File: src/rtl/cbt_pkg.sv
package cbt_pkg;
  localparam int DEF_PROP   = 3;
  localparam int DEF_PS1    = 3;
  localparam int DEF_PS2    = 3;
  localparam int DEF_SJW    = 1;
  localparam int MIN_BIT_TQ = 8;
  localparam int MAX_BIT_TQ = 25;
  localparam int MIN_PS2_TQ = 2;

  function automatic logic maj3(input logic a, input logic b, input logic c);
    return (a & b) | (a & c) | (b & c);
  endfunction
endpackage

File: src/rtl/cbt_prescaler.sv
module cbt_prescaler #(
  parameter int BRP_W = 6
) (
  input  logic             clk,
  input  logic             rst_n,
  input  logic [BRP_W-1:0] brp,
  input  logic             clr,
  output logic             tq_tick,
  output logic             half_tick
);
  localparam int PC_W = BRP_W + 1;

  logic [PC_W-1:0] pc;
  logic [PC_W-1:0] limit;

  always_comb begin
    limit     = {brp, 1'b1};
    tq_tick   = (pc >= limit);
    half_tick = tq_tick || (pc == {1'b0, brp});
  end

  always_ff @(posedge clk or negedge rst_n) begin
    if (!rst_n)        pc <= '0;
    else if (clr)      pc <= '0;
    else if (tq_tick)  pc <= '0;
    else               pc <= pc + PC_W'(1);
  end
endmodule

File: src/rtl/cbt_cfg_check.sv
module cbt_cfg_check
  import cbt_pkg::*;
#(
  parameter int SEG_W = 3,
  parameter int SJW_W = 2
) (
  input  logic [SEG_W-1:0] cfg_prop,
  input  logic [SEG_W-1:0] cfg_ps1,
  input  logic [SEG_W-1:0] cfg_ps2,
  input  logic [SJW_W-1:0] cfg_sjw,
  output logic             err,
  output logic [SEG_W:0]   prop_len,
  output logic [SEG_W:0]   ps1_len,
  output logic [SEG_W:0]   ps2_len,
  output logic [SJW_W:0]   sjw_len
);
  localparam int LEN_W = SEG_W + 1;
  localparam int TOT_W = LEN_W + 2;

  logic [LEN_W-1:0] p, a, b;
  logic [SJW_W:0]   j;
  logic [TOT_W-1:0] total, front;

  always_comb begin
    p     = LEN_W'(cfg_prop) + LEN_W'(1);
    a     = LEN_W'(cfg_ps1) + LEN_W'(1);
    b     = LEN_W'(cfg_ps2) + LEN_W'(1);
    j     = (SJW_W+1)'(cfg_sjw) + (SJW_W+1)'(1);
    front = TOT_W'(p) + TOT_W'(a);
    total = front + TOT_W'(b) + TOT_W'(1);
    err   = (total < TOT_W'(MIN_BIT_TQ)) || (total > TOT_W'(MAX_BIT_TQ)) ||
            (front < TOT_W'(b)) || (TOT_W'(b) <= TOT_W'(j)) ||
            (b < LEN_W'(MIN_PS2_TQ));
    if (err) begin
      prop_len = LEN_W'(DEF_PROP);
      ps1_len  = LEN_W'(DEF_PS1);
      ps2_len  = LEN_W'(DEF_PS2);
      sjw_len  = (SJW_W+1)'(DEF_SJW);
    end else begin
      prop_len = p;
      ps1_len  = a;
      ps2_len  = b;
      sjw_len  = j;
    end
  end
endmodule

File: src/rtl/cbt_sampler.sv
module cbt_sampler
  import cbt_pkg::*;
(
  input  logic clk,
  input  logic rst_n,
  input  logic rx_s,
  input  logic half_tick,
  input  logic take,
  input  logic triple,
  output logic sample_val,
  output logic rx_bit,
  output logic sample_pulse
);
  logic [1:0] hist;

  always_comb
    sample_val = triple ? maj3(hist[1], hist[0], rx_s) : rx_s;

  always_ff @(posedge clk or negedge rst_n) begin
    if (!rst_n) begin
      hist         <= 2'b11;
      rx_bit       <= 1'b1;
      sample_pulse <= 1'b0;
    end else begin
      if (half_tick) hist <= {hist[0], rx_s};
      sample_pulse <= take;
      if (take) rx_bit <= sample_val;
    end
  end
endmodule

File: src/rtl/cbt_sequencer.sv
module cbt_sequencer #(
  parameter int SEG_W = 3,
  parameter int SJW_W = 2
) (
  input  logic           clk,
  input  logic           rst_n,
  input  logic           tq_tick,
  input  logic           fall_det,
  input  logic           sof_en,
  input  logic [SEG_W:0] prop_len,
  input  logic [SEG_W:0] ps1_len,
  input  logic [SEG_W:0] ps2_len,
  input  logic [SJW_W:0] sjw_len,
  input  logic           sample_val,
  output logic           take,
  output logic           hard,
  output logic           bit_start
);
  localparam int Q_W = SEG_W + 3;

  logic [Q_W-1:0] q;
  logic [SJW_W:0] ext, shr, ext_n, shr_n, q_cap;
  logic           used, dom;
  logic [Q_W-1:0] sp_base, last_base, sp_n, last_n, err2;
  logic           allowed, lengthen, shorten_ok, shorten, restart, endb;

  always_comb begin
    sp_base    = Q_W'(prop_len) + Q_W'(ps1_len);
    last_base  = sp_base + Q_W'(ps2_len);
    hard       = fall_det && sof_en;
    allowed    = fall_det && !sof_en && !used;
    lengthen   = allowed && (q != '0) && (q <= sp_base);
    err2       = last_base + Q_W'(1) - q;
    shorten_ok = allowed && (q > sp_base) && !dom;
    restart    = shorten_ok && (err2 <= Q_W'(sjw_len));
    shorten    = shorten_ok && !restart;
    q_cap      = (q < Q_W'(sjw_len)) ? q[SJW_W:0] : sjw_len;
    ext_n      = lengthen ? q_cap : ext;
    shr_n      = shorten ? sjw_len : shr;
    sp_n       = sp_base + Q_W'(ext_n);
    last_n     = last_base + Q_W'(ext_n) - Q_W'(shr_n);
    take       = tq_tick && (q == sp_n) && !hard && !restart;
    endb       = tq_tick && (q >= last_n) && !hard && !restart;
  end

  always_ff @(posedge clk or negedge rst_n) begin
    if (!rst_n) begin
      q         <= '0;
      ext       <= '0;
      shr       <= '0;
      used      <= 1'b0;
      dom       <= 1'b0;
      bit_start <= 1'b0;
    end else if (hard || restart || endb) begin
      q         <= '0;
      ext       <= '0;
      shr       <= '0;
      used      <= 1'b0;
      dom       <= 1'b0;
      bit_start <= 1'b1;
    end else begin
      if (tq_tick) q <= q + Q_W'(1);
      ext       <= ext_n;
      shr       <= shr_n;
      used      <= used | lengthen | shorten;
      dom       <= dom | (take & ~sample_val);
      bit_start <= 1'b0;
    end
  end
endmodule

File: src/rtl/can_bit_timer.sv
module can_bit_timer #(
  parameter int BRP_W = 6,
  parameter int SEG_W = 3,
  parameter int SJW_W = 2
) (
  input  logic             clk,
  input  logic             rst_n,
  input  logic [BRP_W-1:0] cfg_brp,
  input  logic [SEG_W-1:0] cfg_prop,
  input  logic [SEG_W-1:0] cfg_ps1,
  input  logic [SEG_W-1:0] cfg_ps2,
  input  logic [SJW_W-1:0] cfg_sjw,
  input  logic             cfg_triple,
  input  logic             rx,
  input  logic             sof_en,
  output logic             rx_bit,
  output logic             sample_pulse,
  output logic             bit_start,
  output logic             cfg_err
);
  logic           rx_s, rx_d, fall_det;
  logic           tq_tick, half_tick, take, hard, sample_val;
  logic [SEG_W:0] prop_len, ps1_len, ps2_len;
  logic [SJW_W:0] sjw_len;

  always_ff @(posedge clk or negedge rst_n) begin
    if (!rst_n) begin
      rx_s <= 1'b1;
      rx_d <= 1'b1;
    end else begin
      rx_s <= rx;
      rx_d <= rx_s;
    end
  end

  always_comb fall_det = rx_d & ~rx_s;

  cbt_cfg_check #(.SEG_W(SEG_W), .SJW_W(SJW_W)) u_cfg (
    .cfg_prop(cfg_prop), .cfg_ps1(cfg_ps1), .cfg_ps2(cfg_ps2), .cfg_sjw(cfg_sjw),
    .err(cfg_err), .prop_len(prop_len), .ps1_len(ps1_len), .ps2_len(ps2_len),
    .sjw_len(sjw_len)
  );

  cbt_prescaler #(.BRP_W(BRP_W)) u_pre (
    .clk(clk), .rst_n(rst_n), .brp(cfg_brp), .clr(hard),
    .tq_tick(tq_tick), .half_tick(half_tick)
  );

  cbt_sequencer #(.SEG_W(SEG_W), .SJW_W(SJW_W)) u_seq (
    .clk(clk), .rst_n(rst_n), .tq_tick(tq_tick), .fall_det(fall_det),
    .sof_en(sof_en), .prop_len(prop_len), .ps1_len(ps1_len), .ps2_len(ps2_len),
    .sjw_len(sjw_len), .sample_val(sample_val), .take(take), .hard(hard),
    .bit_start(bit_start)
  );

  cbt_sampler u_smp (
    .clk(clk), .rst_n(rst_n), .rx_s(rx_s), .half_tick(half_tick), .take(take),
    .triple(cfg_triple), .sample_val(sample_val), .rx_bit(rx_bit),
    .sample_pulse(sample_pulse)
  );
endmodule

File: config.mk
export PLATFORM = sky130hd
export DESIGN_NAME = can_bit_timer
export DESIGN_NICKNAME = d
export VERILOG_FILES = /design/src/rtl/cbt_pkg.sv /design/src/rtl/cbt_prescaler.sv /design/src/rtl/cbt_cfg_check.sv /design/src/rtl/cbt_sampler.sv /design/src/rtl/cbt_sequencer.sv /design/src/rtl/can_bit_timer.sv
export SDC_FILE = /design/constraint.sdc
export NUM_CORES = 1
export LEC_CHECK = 0
export BUFFER_PORTS_ARGS = -buffer_cell sky130_fd_sc_hd__buf_2
export CAP_MARGIN = 20
export CORE_ASPECT_RATIO = 1.75
export CORE_MARGIN = 3
export CORE_UTILIZATION = 60
export CTS_CLUSTER_DIAMETER = 200
export DETAILED_ROUTE_END_ITERATION = 12
export PLACE_DENSITY = 0.9
export SLEW_MARGIN = 20
export SYNTH_ARGS = -nofsm -noshare
export SYNTH_HDL_FRONTEND = slang
export SYNTH_SLANG_ARGS = --single-unit
File: constraint.sdc
create_clock -name clk -period 13.1 [get_ports clk]
set_input_delay 1.31 -clock clk [delete_from_list [all_inputs] [get_ports clk]]
set_output_delay 1.31 -clock clk [all_outputs]
set_load 0.02 [all_outputs]
# ---- Yosys cells after proc, flatten, opt, wreduce, memory -nomap -nowiden
# Index checks and enable logic that the tools add are counted.
dict set report totals {
  in_bits 22
  output_inout_bits 4
  register_bits 28
  elab_cells 99
}
dict set report classes {
  n_eq_ne 2
  bitwise_logic 12
  n_reduce_logical 29
  muxes 17
  n_lt_le_gt_ge 11
  addsub 16
}
# operator n
set op_table {}
lappend op_table {{$add 6x1->6 const B} 3}
lappend op_table {{$mux 3} 6}
lappend op_table {{$logic_and 1x1->1} 15}
lappend op_table {{$mux 7} 2}
lappend op_table {{$add 3x1->4 const B} 3}
lappend op_table {{$add 6x3->6} 2}
lappend op_table {{$add 6x4->6} 2}
lappend op_table {{$mux 4} 3}
lappend op_table {{$mux 6} 2}
lappend op_table {{$add 4x4->5} 2}
lappend op_table {{$add 7x1->7 const B} 1}
lappend op_table {{$eq 7x6->1} 1}
lappend op_table {{$ge 7x7->1} 1}
lappend op_table {{$logic_or 1x1->1} 7}
lappend op_table {{$eq 6x6->1} 1}
lappend op_table {{$ge 6x6->1} 1}
lappend op_table {{$gt 6x5->1 const B} 1}
lappend op_table {{$gt 6x6->1} 1}
lappend op_table {{$le 6x3->1} 1}
lappend op_table {{$le 6x6->1} 1}
lappend op_table {{$lt 6x3->1} 1}
lappend op_table {{$lt 6x4->1} 1}
lappend op_table {{$lt 6x4->1 const B} 1}
lappend op_table {{$reduce_bool 6->1} 1}
lappend op_table {{11 further kinds} 27}

# ---- Logic depth before layout (Yosys ltp)
# Gate-level depths: netlist of run 1.
dict set report depth {
  ltp_word 26
  ltp_mapped 47
  ltp_nobuf 46
}

# ---- Modules after synthesis
# A second synthesis of run 1 with hierarchy kept.
dict set report hier_totals {
  cells_unflattened 437
  hier_area_um2 3880.0
}
# mod cells_per_inst instances area_per_inst_um2
set by_module_without_submodules {}
lappend by_module_without_submodules {cbt_sequencer 249 1 2189.6}
lappend by_module_without_submodules {cbt_cfg_check 113 1 918.4}
lappend by_module_without_submodules {cbt_prescaler 59 1 535.5}
lappend by_module_without_submodules {cbt_sampler 13 1 170.2}
lappend by_module_without_submodules {can_bit_timer 3 1 66.3}

# ---- Least setup slack after synthesis of run 1
# OpenSTA, ideal clock, no wires.
dict set report synth_timing {
  path_kind {in2reg}
  from {input cfg_ps1[0]}
  to {register u_seq.shr[0]}
  t_arrival_ns 10.061
  setup_ns 0.099
  stages 44
  path_buffers 2
  setup_slack_ns 2.940
  required_ns 13.001
  cell_sequence {ha_1 ha_1 a21o_1 a21oi_1 xnor2_1 ha_1 o21bai_1 and2_1 o32a_1 o311ai_1 nor2_1 buf_2 nand2_1 ha_1 fa_1 inv_1 fa_1 ha_1 [... 8 more ...] a21oi_1 a21boi_2 nand4_1 o21ai_0 fa_1 inv_1 ha_1 a21o_1 a21oi_1 o21bai_1 a21oi_1 xor2_1 ha_1 a211oi_1 o21ai_0 a32o_1 buf_2 a311oi_1}
}
dict set report synth_between {
  elab_chain_cells 26
  word_cells_on_any_way 41
  cone_classes {10 x add/sub; 8 x order compare; 8 x mux; 15 x reduce/logical}
}
# item line_no
set synth_lines {}
lappend synth_lines {{start: declaration} can_bit_timer.sv:10} ;# input logic [SEG_W-1:0] cfg_ps1,
lappend synth_lines {{$add 3x1->4 *} cbt_cfg_check.sv:26} ;# a = LEN_W'(cfg_ps1) + LEN_W'(1);
lappend synth_lines {{$add 4x4->5} cbt_cfg_check.sv:29} ;# front = TOT_W'(p) + TOT_W'(a);
lappend synth_lines {{$add 6x4->6} cbt_cfg_check.sv:30} ;# total = front + TOT_W'(b) + TOT_W'(1);
lappend synth_lines {{$add 6x1->6} cbt_cfg_check.sv:30}
lappend synth_lines {{$lt 6x4->1 / $gt 6x5->1 (equally long branches)} cbt_cfg_check.sv:31} ;# err = (total < TOT_W'(MIN_BIT_TQ)) || (total > TOT_W'(MAX_BIT_TQ)) ||
lappend synth_lines {{$logic_or 1x1->1 (2 in a row)} cbt_cfg_check.sv:31}
lappend synth_lines {{$logic_or 1x1->1 (2 in a row)} cbt_cfg_check.sv:32} ;# (front < TOT_W'(b)) || (TOT_W'(b) <= TOT_W'(j)) ||
lappend synth_lines {{$mux 4} cbt_cfg_check.sv:34} ;# if (err) begin
lappend synth_lines {{[... 6 more ...]} -}
lappend synth_lines {{$logic_not 1->1} {cbt_sequencer.sv:36, cbt_sequencer.sv:43}}
lappend synth_lines {{$logic_and 1x1->1} cbt_sequencer.sv:36} ;# shorten = shorten_ok && !restart;
lappend synth_lines {{$mux 3} cbt_sequencer.sv:39} ;# shr_n = shorten ? sjw_len : shr;
lappend synth_lines {{$sub 6x3->6} cbt_sequencer.sv:41} ;# last_n = last_base + Q_W'(ext_n) - Q_W'(shr_n);
lappend synth_lines {{$ge 6x6->1} cbt_sequencer.sv:43} ;# endb = tq_tick && (q >= last_n) && !hard && !restart;
lappend synth_lines {{$logic_and 1x1->1 (3 in a row)} cbt_sequencer.sv:43}
lappend synth_lines {{$logic_or 1x1->1} cbt_sequencer.sv:54} ;# end else if (hard || restart || endb) begin
lappend synth_lines {{$mux 3 *} cbt_sequencer.sv:54}
lappend synth_lines {{end signal: assignment} cbt_sequencer.sv:64} ;# shr <= shr_n;
lappend synth_lines {{end: declaration} cbt_sequencer.sv:22} ;# logic [SJW_W:0] ext, shr, ext_n, shr_n, q_cap;
# Every way passes the cells marked *; elsewhere a longest branch is shown, timed or not.
# A chain may end at the register's enable or synchronous reset.

# ---- Worst setup path in the final report of run 1
dict set report layout_timing {
  from {input cfg_ps1[0]}
  to {register u_seq.shr[2]}
}
# Same word-level chain as after synthesis.

==> reports/results.ini, run 1 <==
[placed_design]
port_buffers = 25
dp_hpwl_um = 7810
gp_congestion = 0.971

[die]
die_x_um = 65.0
rows = 37
core_region_area_um2 = 5880
dieHeight_um = 109
boundaryPins = 26
initial_core_util = 0.622
dieArea_um2 = 7100

[global_routing]
grt_pass1_vias = 3309
gr-usage-all-layers = 0.272
grt_first_pass_wirelength_um = 14800
grt_max_degree = 29
gr-total-overflow = 0
antenna_found_initial = 0

[clock_tree]
cts_resized = 0
cts-root-buf = clkbuf_8
cts_buffer_depth = 2
cts_tree = built
clk_pin_slew_ns = 0.09
cts_hold_buf = 0
post_cts_buffers = 0
cts_buffers = 3
clock-sinks = 28
htreeDepth = 1
clk-insertion-delay-late_ns = 0.28

[setup_path]
rrSetupSlack_ns = 6.58
worstSetupPathType = input port to flip-flop
cp.required_ns = 13.28
endpoint_kind = flip-flop
crit_path_start_kind = input port
critPathMostFrequentCell = ha_1
cpPeakStageDelay_ns = 0.70
cp_slowest_cell = mux2i_1
crit_fanout = 12
worstPathArrival_ns = 12.07

[yosys]
synth_edf_count = 0
synth_area_per_cell_um2 = 8.73
synth-seq-cells = 28
synthCells = 419
synth_fp_nets = 520
ys.flop_type = dfrtp_1
yosysWarnings = 0
synthDistinctLibCells = 62
synth_area_um2 = 3660
synthArstFlopShare = 1.00
ys_seq_area_frac = 0.193

[timing]
slew_violations = 0
rsz0062_at_grt = no
slew_headroom = 0.402
fin_setup_tns_ns = 0
setup_viol = 0
finalHoldViolCount = 0
min_period_ns = 11.89
fmax_mhz = 84.1
worst_pin_slew_ns = 0.872
finalCritPeriodShare = 0.908
clock_skew_ns = 0.00256

[detailed_routing]
wl_um = 9370
drt-wirelength-per-cell_um = 18.0
drtAntennaViolNets = 0
vias = 3223
viasPerCell = 6.19
drtIter0Drc = 123
route.detailed.drc = 0
drt_pass1_iterations = 4

[run_status]
status = finished, final reports clean

[layout]
fin_nets = 545
layout_commonest_cell = ha_1
diodes = 0
final_cell_mix = ha_1 (70), inv_1 (50), nor2_1 (37)
area_delta_synth_final_pct = 7.39
drive_above_1_share = 0.108

[hold_path]
hp-class = flip-flop to flip-flop

[flow_run]
max_cap_viol_count = 0

==> cell type report <==
type,count,area (um^2)
Fill cell,500,1950
Sequential cell,28,707
Clock buffer,3,41.3
Tap cell,78,97.6
Inverter,52,195
Multi-Input combinational cell,334,2730
Timing Repair Buffer,25,125
Clock inverter,1,30.0
==> state kept, by name (all words and copies together), names as in the netlist <==
name	cells
u_pre.pc	7
u_seq.q	6
u_seq.ext	3
u_seq.shr	3
u_smp.hist	2
rx_d	1
rx_s	1
u_seq.bit_start	1
u_seq.dom	1
u_seq.used	1
u_smp.rx_bit	1
u_smp.sample_pulse	1
==> final timing paths <==
check	start	end	depth (start not counted)
min in group asynchronous	rst_n	u_pre.pc[0]	1
max in group asynchronous	rst_n	u_seq.ext[2]	1
min	rx_s	rx_d	0
max	cfg_ps1[0]	u_seq.shr[2]	41
min reg2reg	rx_s	rx_d	0
max reg2reg	u_seq.q[1]	u_seq.shr[2]	26
==> cells by family after synthesis <==
family,synth area share
compound gates,0.180
buf+inv,0.0599
simple gates,0.166
mux,0.0147
fa+ha+maj,0.289
flops,0.193
xor+xnor,0.0978
==> critical path: cells and delay by family <==
| kind | cells | cell delay, ns |
|---|---|---|
| muxes | 1 | 0.70 |
| and+or+nand+nor | 4 | 0.97 |
| AOI/OAI and AO/OA | 15 | 3.29 |
| adders and majority gates | 13 | 5.12 |
| xor gates and xnor gates | 1 | 0.09 |
| buffers and inverters | 7 | 0.62 |
==> Yosys cell counts (2+ instances only) <==
library cell / number / area [um^2]
ha_1: 70 / 876
inv_1: 50 / 188
nor2_1: 37 / 139
a21oi_1: 24 / 120
dfrtp_1: 23 / 576
xor2_1: 21 / 184
nand2_1: 18 / 67.6
xnor2_1: 18 / 158
a21o_1: 16 / 120
nand3_1: 13 / 65.1
and3_1: 10 / 62.6
o21ai_0: 10 / 50.1
fa_1: 9 / 180
nand2b_1: 6 / 37.5
nand4_1: 6 / 37.5
dfstp_2: 5 / 131
nor2b_1: 5 / 31.3
o21a_1: 5 / 37.5
buf_2: 4 / 20.0
a211oi_1: 3 / 22.5
a32o_1: 3 / 30.0
and2_1: 3 / 18.8
nor4_1: 3 / 18.8
o211ai_1: 3 / 22.5
o21bai_1: 3 / 22.5
or3_1: 3 / 18.8
a211o_1: 2 / 17.5
a21oi_2: 2 / 17.5
a22oi_1: 2 / 15.0
a32oi_1: 2 / 17.5
a41o_1: 2 / 20.0
a41oi_1: 2 / 17.5
and3_4: 2 / 22.5
inv_2: 2 / 7.51
mux2_2: 2 / 22.5
mux2i_1: 2 / 20.0
nor3_1: 2 / 10.0
o21ai_1: 2 / 10.0
==> per-stage QoR <==
| stage | instances | worst slack, ns | hold slack, ns | util | instance area [um^2] |
|---|---|---|---|---|---|
| final | 521 | 1.21 | 0.401 | 0.668 | 3930 |
| after global placement | 517 | 1.59 | 0.387 | 0.656 | 3860 |
| after detailed placement | 517 | 1.07 | 0.392 | 0.656 | 3860 |
| after global routing | 521 | 0.537 | 0.412 | 0.668 | 3930 |
| after floorplan | 419 | 2.94 | 0.377 | - | 3660 |
| after CTS | 521 | 1.39 | 0.404 | 0.668 | 3930 |
==> metal layers <==
layer	GRT usage	wire [um]
met1	0.244	3090
met2	0.532	5170
met3	0.0216	349
met4	0.221	756
met5	0	0
Power of run 1 is not shown: default switching activity piles up to over one toggle a cycle in this logic, so the estimate is an artifact.
==> inputs of run 2 (changes only) <==
- ABC_AREA: unset -> 1
==> reports/results.ini, run 2 <==
[setup_path]
crit_path_start_kind = input port
cp-startpoint = cfg_ps1[0]
cp_num_buf_inv = 7
cp_slowest_cell = fa_1
critPathTopFamily = adder cells
critPathMostFrequentCell = nand2_1
crit_fanout = 13
r2r_cells = 29
rr_endpoint = u_seq.q[2]
cp.required_ns = 13.28
reg2reg_from = u_seq.q[2]
endpoint_kind = flip-flop
rrSetupSlack_ns = 6.95
cpPeakStageDelay_ns = 0.50
worstSetupPathType = input port to flip-flop
worstPathArrival_ns = 11.18

[die]
core_region_area_um2 = 5930
rows = 37
dieArea_um2 = 7160
die_x_um = 65.3
boundaryPins = 26
dieHeight_um = 110
initial_core_util = 0.623

[hold_path]
min_path_cells = 0
holdPathEnd = rx_d
worstHoldStart = rx_s
hp-class = flip-flop to flip-flop

[layout]
fin_nets = 622
drive_above_1_share = 0.123
largest_reg_flops = 7
final_cell_mix = inv_1 (95), nand2_1 (85), ha_1 (70)
regMostFlops = u_pre.pc
top_regs = u_pre.pc x7, u_seq.q x6
layout_commonest_cell = inv_1
area_delta_synth_final_pct = 6.54
diodes = 0

[detailed_routing]
drt-wirelength-per-cell_um = 13.5
drt_pass1_iterations = 4
drtIter0Drc = 138
vias = 3310
route.detailed.drc = 0
wl_um = 8090
drtAntennaViolNets = 0
viasPerCell = 5.54

[yosys]
ys_seq_area_frac = 0.192
ys.flop_type = dfrtp_1
synth_common_cells = inv_1 (95), nand2_1 (85), ha_1 (70)
synth_edf_count = 0
synth_area_leaders = ha_1 (24%), dfrtp_1 (16%), inv_1 (9.7%), nand2_1 (8.6%), fa_1 (4.9%)
yosysMostFrequentCell = inv_1
synth_fp_nets = 595
synthCells = 494
yosysWarnings = 0
synth_top_area_frac = 0.237
synth_area_per_cell_um2 = 7.47
synthArstFlopShare = 1.00
synthDistinctLibCells = 39
synth_top_cell_by_area = ha_1
synth_area_um2 = 3690
synth-seq-cells = 28

[clock_tree]
cts-root-buf = clkbuf_8
clk_pin_slew_ns = 0.09
clk-insertion-delay-late_ns = 0.27
cts_hold_buf = 0
post_cts_buffers = 0
cts_buffers = 3
htreeDepth = 1
cts_tree = built
cts_resized = 0
cts_buffer_depth = 2
clock-sinks = 28

[timing]
finalHoldViolCount = 0
slew_headroom = 0.563
min_period_ns = 11.00
finalCritPeriodShare = 0.840
clock_skew_ns = 0.00298
fin_setup_tns_ns = 0
slew_violations = 0
setup_viol = 0
fmax_mhz = 90.9
rsz0062_at_grt = no
worst_pin_slew_ns = 0.648

[placed_design]
port_buffers = 25
gp_congestion = 1.07
dp_hpwl_um = 7090

[run_status]
status = finished, final reports clean

[global_routing]
gr-total-overflow = 0
gr-usage-all-layers = 0.243
grt_first_pass_wirelength_um = 13700
antenna_found_initial = 0
grt_pass1_vias = 3403
grt_max_degree = 29

[flow_run]
max_cap_viol_count = 0

## run 2: area by class of cell
cell class	count	area [um^2]
flip-flops and latches	28	707
repair buffers	25	125
inverters	98	368
fillers	510	1990
multi-input cells	365	2590
well taps	78	97.6
clock buffers	4	45.0
## run 2: metal layers
layer,GRT usage,routed length (um),vias to the layer above
met5,0,0,-
met3,0.0256,200,48
li1,-,-,1650
met2,0.475,4340,88
met4,0.194,688,0
met1,0.214,2860,1524
## run 2: cells by family after synthesis
logic type               share of synthesized area
buffers and inverters                        0.107
AND/OR/NAND/NOR                              0.252
XOR/XNOR                                    0.0665
adder cells (fa/ha/maj)                      0.286
flip-flops                                   0.192
AO/OA/AOI/OAI                               0.0966
## run 2: per-stage QoR
step           setup slack, ns  std cells   util  area (um^2)  hold WS [ns]
2_1_floorplan             3.24        494      -         3690         0.354
3_3_place_gp              2.31        594  0.656         3890         0.359
3_5_place_dp              1.87        594  0.656         3890         0.360
4_1_cts                   2.14        598  0.663         3930         0.372
5_1_grt                   1.39        598  0.663         3930         0.376
6_report                  2.10        598  0.663         3930         0.371
## run 2: worst max-delay path by stage
stage	slack (ns)	depth (start not counted)	endpoint
6_report	2.10	54	u_seq.q[2]
5_1_grt	1.39	57	u_seq.q[3]
4_1_cts	2.14	54	u_seq.q[2]
3_5_place_dp	1.87	54	u_seq.q[2]
3_3_place_gp	2.31	54	u_seq.q[4]
2_1_floorplan	3.24	53	u_seq.dom
## run 2: worst register-to-register path: cells and delay by family, from the launching register on
family          cells  cell delay, ns
fa+ha+maj           6            2.29
simple gates        8            1.37
compound gates      8            1.23
flops               1            0.56
buf+inv             6            0.45
xor+xnor            1            0.15
Power of run 2 is left out for the same reason.
==> inputs of run 3 (changes only) <==
- ABC_AREA: 1 -> 0
- CORE_UTILIZATION: 60 -> 56
- PLACE_DENSITY: 0.9 -> 0.89
- clock period: 13.1 -> 9.69 ns (I/O delays scaled with it)
==> reports/results.ini, run 3 (synthesis results as in run 1) <==
[detailed_routing]
drt-wirelength-per-cell_um = 20.1
viasPerCell = 6.28
vias = 3569
drtAntennaViolNets = 0
route.detailed.drc = 0
drtIter0Drc = 251
wl_um = 11400
drt_pass1_iterations = 5

[placed_design]
gp_congestion = 0.945
port_buffers = 25
dp_hpwl_um = 7990
placed_area_um2 = 4140

[setup_path]
crit_path_start_kind = input port
cp_num_buf_inv = 3
endpoint_kind = flip-flop
cp.required_ns = 9.91
cp_slowest_cell = fa_1
worstSetupPathType = input port to flip-flop
worstPathArrival_ns = 9.84
critPathTopFamily = adder cells
crit_fanout = 7
cpPeakStageDelay_ns = 0.60
critPathMostFrequentCell = ha_1

[global_routing]
grt_pass1_vias = 3699
antenna_found_initial = 0
grt_first_pass_wirelength_um = 16000
grt_max_degree = 29
gr-usage-all-layers = 0.277
gr-total-overflow = 0

[run_status]
status = finished, final reports clean

[flow_run]
max_cap_viol_count = 0

[clock_tree]
cts-root-buf = clkbuf_8
clk-insertion-delay-late_ns = 0.28
cts_hold_buf = 0
clock-sinks = 28
clk_pin_slew_ns = 0.09
cts_buffers = 3
htreeDepth = 1
cts_tree = built
cts_buffer_depth = 2

[layout]
design_area_um2 = 4640
layout_commonest_cell = ha_1
fin_nets = 590
diodes = 0
fillers = 380
largest_reg_flops = 7
final_cell_mix = ha_1 (59), inv_1 (46), buf_4 (45)
top_regs = u_pre.pc x7, u_seq.q x6
regMostFlops = u_pre.pc
drive_above_1_share = 0.309
area_delta_synth_final_pct = 27.0

[die]
dieHeight_um = 113
dieArea_um2 = 7570
die_x_um = 67.1
initial_core_util = 0.583
boundaryPins = 26
core_region_area_um2 = 6280
rows = 38

[timing]
slew_violations = 0
worst_pin_slew_ns = 0.731
min_period_ns = 9.62
clock_skew_ns = 0.00187
slew_headroom = 0.512
finalHoldViolCount = 0
fmax_mhz = 104
setup_viol = 0
finalCritPeriodShare = 0.992

[hold_path]
hp-class = flip-flop to flip-flop

==> run 3: cell type report <==
class,instances,area [um^2],share of cell area
Tap cell,80,100,0.0216
Sequential cell,28,707,0.152
Clock buffer,3,41.3,0.00889
Inverter,52,198,0.0426
Timing Repair Buffer,70,475,0.102
Multi-Input combinational cell,334,3090,0.666
Clock inverter,1,30.0,0.00647
==> run 3: worst register-to-register path: cells and delay by family, from the launching register on <==
family / cells / cell delay, ns
fa+ha+maj: 7 / 2.15
buf+inv: 5 / 0.63
xor+xnor: 1 / 0.20
flops: 1 / 0.51
simple gates: 2 / 0.28
compound gates: 12 / 1.95
==> run 3: layer usage <==
| layer | vias up | track usage | routed length (um) |
|---|---|---|---|
| met5 | - | 0 | 0 |
| met4 | 0 | 0.238 | 1150 |
| met3 | 98 | 0.0288 | 615 |
| met2 | 180 | 0.514 | 5990 |
| met1 | 1683 | 0.247 | 3630 |
| li1 | 1608 | - | - |
==> run 3: metrics by stage <==
stage                     std cells  hold slack [ns]  TNS, ns  worst slack [ns]   util
after floorplan                 419            0.377        0           0.00191      -
after global placement          556            0.387    -1.31            -0.137  0.660
after detailed placement        556            0.392    -5.60            -0.451  0.660
after CTS                       563            0.406        0            0.0231  0.684
after global routing            568            0.416    -2.59            -0.223  0.740
final                           568            0.408        0            0.0735  0.740
==> run 3: worst paths after layout <==
check	cells after the start	slack (ns)	startpoint	to
max in group asynchronous	1	8.61	rst_n	u_pre.pc[5]
worst max register to register	27	3.91	u_seq.q[0]	u_seq.used
worst min register to register	0	0.41	rx_s	rx_d
worst max-delay path	44	0.07	cfg_ps1[0]	u_seq.used
min in group asynchronous	1	0.69	rst_n	u_seq.q[3]
worst min-delay path	0	0.41	rx_s	rx_d
==> run 3: what timing repair did <==
action | in CTS | in global routing
pin swaps | 9 | 42
cloned | 0 | 0
gates resized for setup | 7 | 65
buffers inserted | 3 | 5
setup endpoints to repair | 12 | 15
Power of run 3 is left out for the same reason.
